`src/rtl/piso_pkg.sv`:
```
package piso_pkg;
  typedef enum logic {
    MODE_LOAD  = 1'b0,
    MODE_SHIFT = 1'b1
  } mode_e;
endpackage

```
`src/rtl/piso_next.sv`:
```
module piso_next
  import piso_pkg::*;
#(
  parameter int WIDTH = 8
) (
  input  logic [WIDTH-1:0] q_i,
  input  logic [WIDTH-1:0] par_i,
  input  logic             ser_i,
  input  mode_e            mode_i,
  output logic [WIDTH-1:0] d_o
);
  // Each stage chooses between its upstream stage and its parallel bit.
  for (genvar k = 0; k < WIDTH; k++) begin : g_stage
    logic upstream;
    if (k == 0) begin : g_head
      assign upstream = ser_i;
    end else begin : g_body
      assign upstream = q_i[k-1];
    end
    assign d_o[k] = (mode_i == MODE_SHIFT) ? upstream : par_i[k];
  end
endmodule

```
`src/rtl/piso_bank.sv`:
```
module piso_bank #(
  parameter int WIDTH = 8
) (
  input  logic             clk_i,
  input  logic             rst_ni,
  input  logic             en_i,
  input  logic [WIDTH-1:0] d_i,
  output logic [WIDTH-1:0] q_o
);
  always_ff @(posedge clk_i or negedge rst_ni) begin
    if (!rst_ni)   q_o <= '0;
    else if (en_i) q_o <= d_i;
  end


  hold_when_inhibited_chk: assert property (@(posedge clk_i) disable iff (!rst_ni)
    !en_i |=> $stable(q_o));


  always @(negedge clk_i) begin
    if (!rst_ni) clear_zero_chk: assert (q_o == '0);
  end
endmodule

```
`src/rtl/piso_shift_reg.sv`:
```
module piso_shift_reg
  import piso_pkg::*;
#(
  parameter int WIDTH = 8
) (
  input  logic             clk_i,
  input  logic             rst_ni,
  input  logic             inhibit_i,
  input  logic             shift_load_i,
  input  logic             ser_i,
  input  logic [WIDTH-1:0] par_i,
  output logic             ser_o
);
  localparam int LAST = WIDTH - 1;

  mode_e            mode;
  logic [WIDTH-1:0] q, d;

  assign mode = shift_load_i ? MODE_SHIFT : MODE_LOAD;

  piso_next #(.WIDTH(WIDTH)) u_next (
    .q_i   (q),
    .par_i (par_i),
    .ser_i (ser_i),
    .mode_i(mode),
    .d_o   (d)
  );

  // Inhibit modelled as a synchronous enable; no gated clock.
  piso_bank #(.WIDTH(WIDTH)) u_bank (
    .clk_i (clk_i),
    .rst_ni(rst_ni),
    .en_i  (!inhibit_i),
    .d_i   (d),
    .q_o   (q)
  );

  assign ser_o = q[LAST];


  load_captures_par_chk: assert property (@(posedge clk_i) disable iff (!rst_ni)
    (!inhibit_i && !shift_load_i) |=> q == $past(par_i));


  shift_moves_up_chk: assert property (@(posedge clk_i) disable iff (!rst_ni)
    (!inhibit_i && shift_load_i) |=> q == {$past(q[LAST-1:0]), $past(ser_i)});


  out_follows_prev_stage_chk: assert property (@(posedge clk_i) disable iff (!rst_ni)
    (!inhibit_i && shift_load_i) |=> ser_o == $past(q[LAST-1]));
endmodule

```
`config.mk`:
```
export PLATFORM = sky130hd
export DESIGN_NAME = piso_shift_reg
export DESIGN_NICKNAME = d
export VERILOG_FILES = /design/src/rtl/piso_pkg.sv /design/src/rtl/piso_next.sv /design/src/rtl/piso_bank.sv /design/src/rtl/piso_shift_reg.sv
export SDC_FILE = /design/constraint.sdc
export NUM_CORES = 1
export LEC_CHECK = 0
export BUFFER_PORTS_ARGS = -buffer_cell sky130_fd_sc_hd__buf_2
export CELL_PAD_IN_SITES_DETAIL_PLACEMENT = 0
export CELL_PAD_IN_SITES_GLOBAL_PLACEMENT = 1
export CORE_AREA = 2 2 39 41
export DETAILED_ROUTE_END_ITERATION = 7
export DIE_AREA = 0 0 41 43
export GPL_TIMING_DRIVEN = 0
export HOLD_SLACK_MARGIN = 0.1
export PLACE_DENSITY = 0.67
export SLEW_MARGIN = 20
export SYNTH_ARGS = -nofsm -noshare
export SYNTH_HDL_FRONTEND = slang
export SYNTH_SLANG_ARGS = --single-unit
```
`constraint.sdc`:
```
create_clock -name clk_i -period 0.8 [get_ports clk_i]
set_input_delay 0.16 -clock clk_i [delete_from_list [all_inputs] [get_ports clk_i]]
set_output_delay 0.16 -clock clk_i [all_outputs]
set_load 0.005 [all_outputs]
```
==> impl_metrics.env <==
export IMPL_status="complete, but fails checks"
export IMPL_failed_checks="setup timing"
export IMPL_hold_path_end="u_bank.q_o[2]"
export IMPL_ios=14
export IMPL_seq_area_sq_um=200
export IMPL_syn_area_per_cell_sq_um=11.0
export IMPL_dieArea_sq_um=1760
export IMPL_yosysSeqAreaShare_pct=53.7
export IMPL_cap_violations=0
export IMPL_die_w_um=41
export IMPL_power_frac_clock_pct=32.7
export IMPL_syn_inst=34
export IMPL_place_congestion=0.605
export IMPL_vias=294
export IMPL_peakVddDrop_mv=0.547
export IMPL_start_util_pct=26.9
export IMPL_internal_power_mw=0.707
export IMPL_skew_ps=0.446
export IMPL_worst_slew_pin_slew_ps=185
export IMPL_avgViaCountPerCell=4.45
export IMPL_critPathKind="flop to primary output"
export IMPL_p_leak_nw=0.248
export IMPL_yosys_warnings=0
export IMPL_crit_path_start_kind="flop"
export IMPL_synth_nets=47
export IMPL_power_share_switching_pct=24.4
export IMPL_min_delay_start="par_i[2]"
export IMPL_clock_root_buffer="clkbuf_4"
export IMPL_cp_depth=1
export IMPL_drtIter0Drc=8
export IMPL_wire_per_inst_um=10.8
export IMPL_whs_ps=175
export IMPL_pwr_share_seq_pct=51.5
export IMPL_synth_top_area_share_pct=53.7
export IMPL_switchingPower_mw=0.229
export IMPL_crit_family="flip-flops"
export IMPL_clock_sinks=8
export IMPL_critPathCaptureType="primary output"
export IMPL_fin_nets=65
export IMPL_top_register="u_bank.q_o"
export IMPL_clk_path_buf_depth=2
export IMPL_power_mw=0.935
export IMPL_path_buf_inv=1
export IMPL_drive_gt1_share_pct=34.0
export IMPL_cts_max_level=1
export IMPL_fin_crit_ps=907
export IMPL_grt_pass1_vias=293
export IMPL_r2r_end="u_bank.q_o[5]"
export IMPL_antenna_found_initial=0
export IMPL_grt_max_degree=11
export IMPL_cts_resized=0
export IMPL_r2r_setup_slack_ps=80
export IMPL_clock_latency_ps=250
export IMPL_wl_um=712
export IMPL_final_util_pct=35.1
export IMPL_yosys_top_cells_area="dfrtp_1 54%, mux2i_1 21%, o21ai_1 11%"
export IMPL_reg_largest_list="u_bank.q_o x8"
export IMPL_clk_pin_slew_ps=50
export IMPL_yosys_register_bits=8
export IMPL_first_pass_iters=4
export IMPL_worstPathArrival_ps=750
export IMPL_report_final_slew_viol_count=0
export IMPL_cts_tree="yes"
export IMPL_min_path_type="input pin to flop"
export IMPL_setup_viol=1
export IMPL_io_buffers=12
export IMPL_crit_chain="buf_2"
export IMPL_ant_nets=0
export IMPL_hold_viol=0
export IMPL_rsz0062_at_grt="true"
export IMPL_nFillCells=149
export IMPL_num_rows=14
export IMPL_syn_to_final_growth_pct=30.2
export IMPL_antenna_cells=0
export IMPL_rr_startpoint="u_bank.q_o[4]"
export IMPL_worstRegToRegCells=2
export IMPL_grt_usage_pct=10.7
export IMPL_multiInputGateArea_sq_um=150
export IMPL_fmax_ghz=1.10
export IMPL_finalCritPeriodShare_pct=113
export IMPL_hold_path_depth=3
export IMPL_core_area_sq_um=1380
export IMPL_comb_power_share_pct=15.8
export IMPL_die_y_um=43
export IMPL_setup_ws_ps=-107
export IMPL_largest_register_ffs=8
export IMPL_cp_max_fo=2
export IMPL_final_cell_mix="12 x buf_2, 8 x mux2i_1, 8 x nand2_1, 8 x o21ai_1, 8 x dfrtp_1"
export IMPL_critPathRequiredTime_ps=640
export IMPL_layout_commonest_cell="buf_2"
export IMPL_slew_limit_headroom_pct=87.7
export IMPL_slowest_delay_ps=370
export IMPL_cp_slowest_cell="dfrtp_1"
export IMPL_cts_buffers=3
export IMPL_syn_area_sq_um=373
export IMPL_drcViolationCount=0
export IMPL_p_per_area_nw_per_um2=1930
export IMPL_overflow=0
export IMPL_ys_types=5
export IMPL_grt_pass1_wl_um=1240
export IMPL_synth_largest_area_cell="dfrtp_1"
-- cell type report --
cell class | instances | share of cell area, %
plain buffers | 2 | 4.64
clock buffers | 3 | 4.64
well taps | 16 | 4.12
repair buffers | 13 | 14.4
flip-flops and latches | 8 | 41.2
multi-input cells | 24 | 30.9
-- repair_timing --
action / CTS / global route
setup endpoints to repair: 1 / 1
hold buffers: 1 / 0
endpoints found under the hold margin: 8 / 0
setup buffers: 0 / 0
-- power groups by stage --
stage	registers [mW]	clock network [mW]	logic [mW]
finish	0.482	0.306	0.148
global route	0.490	0.339	0.170
CTS	0.482	0.319	0.152
detailed placement	0.488	0	0.149
global placement	0.488	0	0.146
floorplan	0.483	0	0.0888
-- cells in the mapped netlist --
cell type and number:
nand2_1 8, dfrtp_1 8, mux2i_1 8, buf_6 2
o21ai_1 8
-- per-layer routing --
| layer | track usage [%] | wire, um |
|---|---|---|
| met4 | 6.00 | 0 |
| met5 | 0 | 0 |
| met1 | 15.7 | 347 |
| met2 | 13.4 | 305 |
| met3 | 3.14 | 59 |
-- stage by stage --
stage	area [sq um]	setup slack, ps	TNS (ps)	instances
after floorplan	373	148	0	34
after global placement	453	97.8	0	62
after detailed placement	453	71.9	0	62
after CTS	485	-115	-115	66
after global routing	485	-142	-142	66
final	485	-107	-107	66
-- logic make-up (layout without fill, tap and decap cells) --
family	after synthesis	count (layout)	synth area share [%]
compound gates	8	8	10.7
flops	8	8	53.7
simple gates	8	8	8.05
mux	8	8	21.5
buf+inv	2	18	6.04
-- worst max-delay path by stage --
stage	startpoint	end
after global routing	u_bank.q_o[7]	ser_o
after floorplan	u_bank.q_o[6]	u_bank.q_o[7]
after CTS	u_bank.q_o[7]	ser_o
after detailed placement	u_bank.q_o[4]	u_bank.q_o[5]
final	u_bank.q_o[7]	ser_o
after global placement	inhibit_i	u_bank.q_o[2]
(Power assumes the default switching activity.)
